<file path="config.mk">
export PLATFORM = sky130hd
export DESIGN_NAME = zoned_addr_cache
export DESIGN_NICKNAME = d
export VERILOG_FILES = /design/src/rtl/zac_pkg.sv /design/src/rtl/zac_zone.sv /design/src/rtl/zoned_addr_cache.sv
export SDC_FILE = /design/constraint.sdc
export NUM_CORES = 2
export LEC_CHECK = 0
export CAP_MARGIN = 10
export CELL_PAD_IN_SITES_DETAIL_PLACEMENT = 0
export CELL_PAD_IN_SITES_GLOBAL_PLACEMENT = 1
export CORE_MARGIN = 4
export CORE_UTILIZATION = 49
export CTS_CLUSTER_DIAMETER = 200
export CTS_CLUSTER_SIZE = 25
export DETAILED_ROUTE_END_ITERATION = 10
export PLACE_DENSITY = 0.81
export SYNTH_ARGS = -nofsm -noshare
export SYNTH_HDL_FRONTEND = slang
export SYNTH_SLANG_ARGS = --single-unit
</file>
<file path="constraint.sdc">
create_clock -name clk -period 6.9 [get_ports clk]
set_clock_uncertainty 0.2 [all_clocks]
set_input_delay 1.38 -clock clk [delete_from_list [all_inputs] [get_ports clk]]
set_output_delay 1.38 -clock clk [all_outputs]
set_load 0.05 [all_outputs]
</file>
<file path="src/rtl/zac_pkg.sv">
package zac_pkg;
  localparam int ADDR_W = 32;
  localparam int PORT_W = 10;
  localparam int PLEN_W = 6;

  // zone index for a prefix length, given the ordered upper boundaries
  function automatic int zone_of(input logic [PLEN_W-1:0] plen, input int nz,
                                 input int b0, input int b1, input int b2);
    int z;
    z = 0;
    if (nz > 1 && int'(plen) > b0) z = 1;
    if (nz > 2 && int'(plen) > b1) z = 2;
    if (nz > 3 && int'(plen) > b2) z = 3;
    return z;
  endfunction

  function automatic int lines_of(input int idx, input int l0, input int l1,
                                  input int l2, input int l3);
    case (idx)
      0: return l0;
      1: return l1;
      2: return l2;
      default: return l3;
    endcase
  endfunction
endpackage

</file>
<file path="src/rtl/zac_zone.sv">
module zac_zone #(
  parameter int LINES  = 4,
  parameter int ADDR_W = 32,
  parameter int PORT_W = 10
) (
  input  logic              clk,
  input  logic              rst_n,
  input  logic              inv_i,
  input  logic              lk_en_i,
  input  logic [ADDR_W-1:0] lk_addr_i,
  output logic              lk_hit_o,
  output logic [PORT_W-1:0] lk_port_o,
  input  logic [ADDR_W-1:0] fl_addr_i,
  input  logic [PORT_W-1:0] fl_port_i,
  output logic              fl_match_o,
  input  logic              fl_upd_i,
  input  logic              fl_new_i
);
  localparam int IW = (LINES > 1) ? $clog2(LINES) : 1;
  localparam logic [IW-1:0] OLDEST = IW'(LINES - 1);

  logic [LINES-1:0]  vld;
  logic [ADDR_W-1:0] tag_q  [LINES];
  logic [PORT_W-1:0] port_q [LINES];
  logic [IW-1:0]     age_q  [LINES];

  logic [LINES-1:0]  lk_match, fl_match;
  logic [IW-1:0]     lk_idx, fl_idx, victim_idx, touch_idx;
  logic              touch_en;

  always_comb begin
    lk_idx = '0;
    fl_idx = '0;
    for (int i = 0; i < LINES; i++) begin
      lk_match[i] = vld[i] && (tag_q[i] == lk_addr_i);
      fl_match[i] = vld[i] && (tag_q[i] == fl_addr_i);
      if (lk_match[i]) lk_idx = IW'(i);
      if (fl_match[i]) fl_idx = IW'(i);
    end
  end

  assign lk_hit_o   = |lk_match;
  assign lk_port_o  = lk_hit_o ? port_q[lk_idx] : '0;
  assign fl_match_o = |fl_match;

  // lowest invalid line, otherwise the oldest line
  always_comb begin
    victim_idx = '0;
    for (int i = LINES - 1; i >= 0; i--)
      if (age_q[i] == OLDEST) victim_idx = IW'(i);
    for (int i = LINES - 1; i >= 0; i--)
      if (!vld[i]) victim_idx = IW'(i);
  end

  // one recency refresh per cycle; a fill outranks a lookup hit
  always_comb begin
    touch_en  = 1'b0;
    touch_idx = '0;
    if (fl_new_i) begin
      touch_en  = 1'b1;
      touch_idx = victim_idx;
    end else if (fl_upd_i) begin
      touch_en  = 1'b1;
      touch_idx = fl_idx;
    end else if (lk_en_i && lk_hit_o) begin
      touch_en  = 1'b1;
      touch_idx = lk_idx;
    end
  end

  always_ff @(posedge clk) begin
    if (!rst_n) begin
      vld <= '0;
      for (int i = 0; i < LINES; i++) begin
        tag_q[i]  <= '0;
        port_q[i] <= '0;
        age_q[i]  <= IW'(i);
      end
    end else begin
      if (inv_i) begin
        vld <= '0;
      end else if (fl_new_i) begin
        vld[victim_idx]    <= 1'b1;
        tag_q[victim_idx]  <= fl_addr_i;
        port_q[victim_idx] <= fl_port_i;
      end else if (fl_upd_i) begin
        port_q[fl_idx] <= fl_port_i;
      end
      if (touch_en && !inv_i) begin
        for (int j = 0; j < LINES; j++) begin
          if (IW'(j) == touch_idx) age_q[j] <= '0;
          else if (age_q[j] < age_q[touch_idx]) age_q[j] <= age_q[j] + 1'b1;
        end
      end
    end
  end

  AST_LK_UNIQUE: assert property (@(posedge clk) disable iff (!rst_n)
    $onehot0(lk_match));
  AST_FILL_LANDS: assert property (@(posedge clk) disable iff (!rst_n)
    fl_new_i && !inv_i |=> vld[$past(victim_idx)] &&
                           tag_q[$past(victim_idx)] == $past(fl_addr_i));
  AST_UPD_NO_ALLOC: assert property (@(posedge clk) disable iff (!rst_n)
    fl_upd_i && !inv_i |=> $countones(vld) == $countones($past(vld)));
  AST_INV_EMPTY: assert property (@(posedge clk) disable iff (!rst_n)
    inv_i |=> vld == '0);
  AST_TOUCH_MRU: assert property (@(posedge clk) disable iff (!rst_n)
    touch_en && !inv_i |=> age_q[$past(touch_idx)] == '0);
endmodule

</file>
<file path="src/rtl/zoned_addr_cache.sv">
module zoned_addr_cache #(
  parameter int NZ     = 2,
  parameter int ZB0    = 22,
  parameter int ZB1    = 27,
  parameter int ZB2    = 30,
  parameter int ZL0    = 6,
  parameter int ZL1    = 3,
  parameter int ZL2    = 2,
  parameter int ZL3    = 2,
  parameter int CNT_W  = 16
) (
  input  logic                      clk,
  input  logic                      rst_n,
  input  logic                      inv_all,
  input  logic                      lk_valid,
  input  logic [31:0]               lk_addr,
  output logic                      rsp_valid,
  output logic                      rsp_hit,
  output logic [9:0]                rsp_port,
  input  logic                      fl_valid,
  input  logic [31:0]               fl_addr,
  input  logic [9:0]                fl_port,
  input  logic [5:0]                fl_plen,
  output logic [NZ*CNT_W-1:0]       hit_cnt,
  output logic [CNT_W-1:0]          miss_cnt
);
  localparam int AW = zac_pkg::ADDR_W;
  localparam int PW = zac_pkg::PORT_W;

  logic [NZ-1:0] z_lk_hit, z_fl_match, z_upd, z_new;
  logic [PW-1:0] z_lk_port [NZ];
  logic          any_fl_match, any_lk_hit, fill_go;
  int            fill_zone;
  logic [PW-1:0] port_or;
  logic [CNT_W-1:0] hit_q [NZ];
  logic [CNT_W-1:0] miss_q;

  assign fill_zone    = zac_pkg::zone_of(fl_plen, NZ, ZB0, ZB1, ZB2);
  assign any_fl_match = |z_fl_match;
  assign any_lk_hit   = |z_lk_hit;
  assign fill_go      = fl_valid && !inv_all;

  for (genvar z = 0; z < NZ; z++) begin : g_zone
    assign z_upd[z] = fill_go && z_fl_match[z];
    assign z_new[z] = fill_go && !any_fl_match && (fill_zone == z);
    zac_zone #(
      .LINES (zac_pkg::lines_of(z, ZL0, ZL1, ZL2, ZL3)),
      .ADDR_W(AW),
      .PORT_W(PW)
    ) u_zone (
      .clk       (clk),
      .rst_n     (rst_n),
      .inv_i     (inv_all),
      .lk_en_i   (lk_valid),
      .lk_addr_i (lk_addr),
      .lk_hit_o  (z_lk_hit[z]),
      .lk_port_o (z_lk_port[z]),
      .fl_addr_i (fl_addr),
      .fl_port_i (fl_port),
      .fl_match_o(z_fl_match[z]),
      .fl_upd_i  (z_upd[z]),
      .fl_new_i  (z_new[z])
    );
    assign hit_cnt[z*CNT_W +: CNT_W] = hit_q[z];
  end

  always_comb begin
    port_or = '0;
    for (int z = 0; z < NZ; z++) port_or = port_or | z_lk_port[z];
  end

  always_ff @(posedge clk) begin
    if (!rst_n) begin
      rsp_valid <= 1'b0;
      rsp_hit   <= 1'b0;
      rsp_port  <= '0;
      miss_q    <= '0;
      for (int z = 0; z < NZ; z++) hit_q[z] <= '0;
    end else begin
      rsp_valid <= lk_valid;
      rsp_hit   <= lk_valid && any_lk_hit;
      rsp_port  <= lk_valid ? port_or : '0;
      if (lk_valid && !any_lk_hit) miss_q <= miss_q + 1'b1;
      for (int z = 0; z < NZ; z++)
        if (lk_valid && z_lk_hit[z]) hit_q[z] <= hit_q[z] + 1'b1;
    end
  end

  assign miss_cnt = miss_q;

  AST_ONE_ZONE_HIT: assert property (@(posedge clk) disable iff (!rst_n)
    $onehot0(z_lk_hit));
  AST_ONE_ZONE_HOLDS: assert property (@(posedge clk) disable iff (!rst_n)
    $onehot0(z_fl_match));
  AST_RSP_FOLLOWS: assert property (@(posedge clk) disable iff (!rst_n)
    lk_valid |=> rsp_valid);
  AST_RSP_QUIET: assert property (@(posedge clk) disable iff (!rst_n)
    !lk_valid |=> !rsp_valid);
  AST_MISS_ZERO: assert property (@(posedge clk) disable iff (!rst_n)
    rsp_valid && !rsp_hit |-> rsp_port == '0);
  AST_NEW_ONE_ZONE: assert property (@(posedge clk) disable iff (!rst_n)
    $onehot0(z_new) && !(|(z_new & z_upd)));
  AST_PRE_FILL_VIEW: assert property (@(posedge clk) disable iff (!rst_n)
    lk_valid && fill_go && fl_addr == lk_addr && !any_fl_match |=>
      rsp_valid && !rsp_hit);
  AST_MISS_STEP: assert property (@(posedge clk) disable iff (!rst_n)
    lk_valid && !any_lk_hit |=> miss_cnt == $past(miss_cnt) + 1'b1);
endmodule

</file>
Yosys cells after proc, flatten, opt, wreduce, memory -nomap -nowiden --
Memory sizes are Yosys's and may differ from the RTL's. Index checks and enable logic that the tools add are counted.
Cells by class: add/subtract/negate cells 12, $lt $le $gt $ge 14, eq/ne operators 35, multiplexer cells 193, bitwise gates (word level) 24, reduce and logical (&&, ||, !) cells 52
Operators with widths (number):
- $eq 32x32->1 | 18
- $mux 1 | 123
- $mux 3 | 34
- $mux 32 | 2
- $reduce_or 32->1 | 2
- $mux 10 | 6
- $add 16x1->16 const B | 3
- $mux 2 | 24
- $reduce_or 10->1 | 4
- $logic_and 1x1->1 | 32
- $logic_not 32->1 | 1
- $mux 16 | 2
- $or 1x1->1 | 20
- $add 3x1->3 const B | 6
- $eq 3x3->1 const B | 6
- $lt 3x3->1 | 6
- $reduce_or 9->1 | 2
- $reduce_or 6->1 | 2
- $or 10x10->10 | 1
- $add 2x1->2 const B | 3
- $eq 2x2->1 const B | 3
- $eq 2x3->1 const A | 2
- $eq 3x3->1 const A | 2
- $gt 6x5->1 const B | 1
- other kinds (20) | 25
Storage, ports and cells: register bits after elaboration 37, memory bits (writable) 434, input port bits 85, output and inout bits 60, word-level logic and storage cells 343, memories 7
Memories:
- g_zone[0].u_zone.tag_q | depth 6, width 32, rd ports 6, clocked after memory_dff 0, write ports 6, line zac_zone.sv:23 | logic [ADDR_W-1:0] tag_q [LINES];
- g_zone[1].u_zone.tag_q | depth 3, width 32, rd ports 3, clocked after memory_dff 0, write ports 3, line zac_zone.sv:23
- g_zone[0].u_zone.port_q | depth 6, width 10, rd ports 1, clocked after memory_dff 0, write ports 6, line zac_zone.sv:24 | logic [PORT_W-1:0] port_q [LINES];
- hit_q | depth 2, width 16, rd ports 2, clocked after memory_dff 0, write ports 2, line zoned_addr_cache.sv:35 | logic [CNT_W-1:0] hit_q [NZ];
- g_zone[1].u_zone.port_q | depth 3, width 10, rd ports 1, clocked after memory_dff 0, write ports 3, line zac_zone.sv:24
- g_zone[0].u_zone.age_q | depth 6, width 3, rd ports 7, clocked after memory_dff 0, write ports 6, line zac_zone.sv:25 | logic [IW-1:0] age_q [LINES];
- 1 more memories

Longest topological paths before layout --
An unclocked memory read counts as a cell.
depth after elaboration 23, mapped depth 20, gate-level depth less buffers 19

By module --
Synthesis repeated with hierarchy kept, for this count alone.
Second synthesis, totals: cell total of the unflattened synthesis 2583, area, all modules 27485.1 um^2
Modules (own cells, without submodules):
- zac_zone at g_zone[0].u_zone | times used 1, cells an instance 1577, area an instance 16699.8 um^2, seq. area each 8227.9 um^2
- zac_zone at g_zone[1].u_zone | times used 1, cells an instance 728, area an instance 7986.4 um^2, seq. area each 4023.9 um^2
- zoned_addr_cache | times used 1, cells an instance 278, area an instance 2798.9 um^2, seq. area each 1521.5 um^2

Worst setup path after synthesis --
OpenSTA, ideal clock, no wires.
path type in2reg, start input port fl_addr[21], end memory g_zone[0].u_zone.tag_q[4][0] (enable), library setup time 466 ps, arrival 5598 ps, required time 6234 ps, slack 637 ps, stages 10, path through clkbuf_1 buf_2 xor2_1 nor3_1 nand3_1 or3_1 nand4_1 nor4_2 inv_1 o21ai_0
RTL lines:
- from (decl) | line zoned_addr_cache.sv:21 | input logic [31:0] fl_addr,
- to (decl) | line zac_zone.sv:23

==> results.toml <==
[worst_setup_path]
rr_worst_depth = 17
cp_max_fo = 8
crit_slowest_cell = "clkdlybuf4s50_1"
path_buf_inv = 4
worst_ep_required_time_ns = 7.01
critical_path_depth = 17
setup.worst_path.start_class = "input port"
slowest_delay_ns = 0.98
cp_cell_sequence = "clkdlybuf4s50_1 -> xnor2_1 -> nand4_1 -> nor4_1 -> buf_4 -> nand4_1 -> o41ai_1 -> buf_4 -> o21ai_0 -> a2bb2oi_1 -> a21oi_1 -> buf_4 -> mux4_2 -> nor3_2 -> o21ai_1 -> a2111oi_2 -> a211o_1"
cpMostUsedCell = "buf_4"
worst-endpoint-arrival_ns = 6.62
cp-end-kind = "flop"
worstSetupPathType = "input port to flop"
startpoint = "lk_addr[15]"
rr_startpoint = "g_zone[0].u_zone.tag_q[0][9]$_SDFFCE_PN0P_"
path_delay_family = "compound AO/OA/AOI/OAI gates"

[global_routing]
grt_pass1_vias = 20900
antenna_found_initial = 3
overflow = 0
met3_usage = 0.0525
use_met2 = 0.525
busiest_layer = "met2"
grt_usage = 0.339
met1_usage = 0.468
grt_pass1_wl_um = 147000
grt_max_degree = 61

[route]
route.detailed.drc = 0
first_pass_iters = 6
wl_um = 103000
ant_nets = 0
vias = 21300
drt_iter0_markers = 2479
viasPerCell = 6.08
wl_per_cell_um = 29.5

[floorplan]
core_area_um2 = 55200
die_x_um = 244
dieArea_um2 = 59700
ios = 145
die_h_um = 244
rows = 86
start_util = 0.495

[synth]
synth_seq_cells = 471
yosys.area_share.adder = 0.0132
synth-async-reset-ratio = 0
synth_xor_area_frac = 0.200
yosys_warnings = 0
yosys.area_share.simple = 0.188
ys_seq_area_frac = 0.504
muxShareOfSynthArea = 0.0188
synth.top_cell.area_share = 0.477
synth_top_family_by_area = "XOR/XNOR gates"
synth_compound_area_frac = 0.0389
synthTopCellsByCount = "edfxtp_1 (434), xor2_1 (355), xnor2_1 (269), nor2_1 (227), and2_1 (176)"
yosysTopAreaCell = "edfxtp_1"
synth.most_common_cell = "edfxtp_1"
syn_area_per_cell_um2 = 10.8
synth_fp_nets = 2640
ys_types = 71
synthesis.area_um2 = 27300
syn_inst = 2531
synth_flop_cell = "edfxtp_1"
synthTopCellsByArea = "edfxtp_1 (48%), xor2_1 (11%), xnor2_1 (8.6%), and2_1 (4.0%), nor2_1 (3.1%)"
synth_edf_count = 434

[place]
gp_congestion = 1.07
io_buffers = 144
hpwlAfterDp_um = 77600

[cts]
post_cts_resize_count = 0
clk_pin_slew_worst_paths_ns = 0.09
hold_buffers = 0
cts_tree = "done"
cts_setup_buffers = 0
htree_levels = 1
clock-sinks = 471
cts_buffers = 22
clockBufferDepth = 3
cts-root-buf = "clkbuf_16"
clk_latency_ns = 0.61

[sta]
setup_viol = 0
worst_pin_slew_ns = 0.949
finalCriticalPeriod_ns = 6.51
fmax_mhz = 154
hold_violations = 0
tns_ns = 0
slew_headroom = 0.362
rsz0062_at_grt = "no"
slew_violations = 0
fin_crit_sh = 0.944

[min_path]
min_path_cells = 2
hold_path.class = "flop to flop"
hold_start = "miss_cnt[5]$_SDFFE_PN0P_"

[finish]
syn2layout_area_growth_pct = 14.8
drive_gt1_frac = 0.0911
fin_nets = 2848
fin_util = 0.569

[pwr]
peakVddDrop_mv = 0.245
power.leakage_nw = 11.8
power_density_nw_per_um2 = 186

[job]
drv_cap = 0

[run_status]
status = "completed"
## worst min-delay path, cell delays in order (launching register included)
cell and delay, ns:
dfxtp_1 0.34, o21ai_0 0.07, a21oi_1 0.06
## kinds of logic after synthesis
logic type / Yosys count
xor gates and xnor gates: 624
AOI/OAI and AO/OA: 158
buffers and inverters: 232
adders and majority gates: 30
muxes: 50
and+or+nand+nor: 966
DFF: 471
## registers in the layout, summed over array words and instances, names as in the netlist
register and flops:
hit_q 32, rsp_valid 1, miss_cnt 16, rsp_port 10, g_zone.u_zone.port_q 90, g_zone.u_zone.tag_q 288
rsp_hit 1, g_zone.u_zone.vld 9, g_zone.u_zone.age_q 24
## cells in the final DEF (no fill, tap or decap), drive strengths merged, types with 69 or more instances in the layout
master,count
edfxtp,434
nand2,113
clkdlybuf4s50,143
and2,177
xnor2,269
buf,203
xor2,355
nand3,76
nor4,111
inv,69
nor2,227
nand4,85
## area by class of cell
type                       instances  area [µm²]
timing repair buffer             346        3140
clock buffer                      40         661
inverter                          70         263
tap                              748         936
multi-input combinational       1828       12600
fill                            4850       23800
sequential                       471       13800
antenna                            1        2.50
## power breakdown
| group | internal [W] | switching [W] | leakage [nW] |
|---|---|---|---|
| registers | 0.00321 | 0.0000946 | 4.74 |
| clock network | 0.000658 | 0.000952 | 0.315 |
| logic | 0.000338 | 0.000594 | 6.71 |
| total | 0.00421 | 0.00164 | 11.8 |
## through the flow
step | worst slack (ns) | total power [W] | instances | cell area, µm² | hold WS [ns]
CTS | 0.628 | 0.00584 | 3503 | 31400 | 0.327
global placement | 0.0859 | 0.00428 | 3463 | 30700 | 0.286
global route | 0.273 | 0.00601 | 3504 | 31400 | 0.359
floorplan | 0.637 | 0.00384 | 2531 | 27300 | 0.288
finish | 0.387 | 0.00585 | 3504 | 31400 | 0.321
detailed placement | 0.0286 | 0.00428 | 3463 | 30700 | 0.302
## metal layers
layer,vias up,part of all wire
met5,-,0
met4,0,0.064
li1,9254,-
met1,10500,0.40
met3,302,0.097
met2,1249,0.44
## path summary, 6_finish.rpt
path	slack, ns	to
worst max-delay path	0.39	g_zone[0].u_zone.age_q[0][0]$_SDFFCE_PN0P_
worst min register to register	0.32	miss_cnt[5]$_SDFFE_PN0P_
worst min-delay path	0.32	miss_cnt[5]$_SDFFE_PN0P_
worst max register to register	1.46	g_zone[0].u_zone.age_q[0][0]$_SDFFCE_PN0P_
No activity file was read; power rests on OpenSTA's default activity.
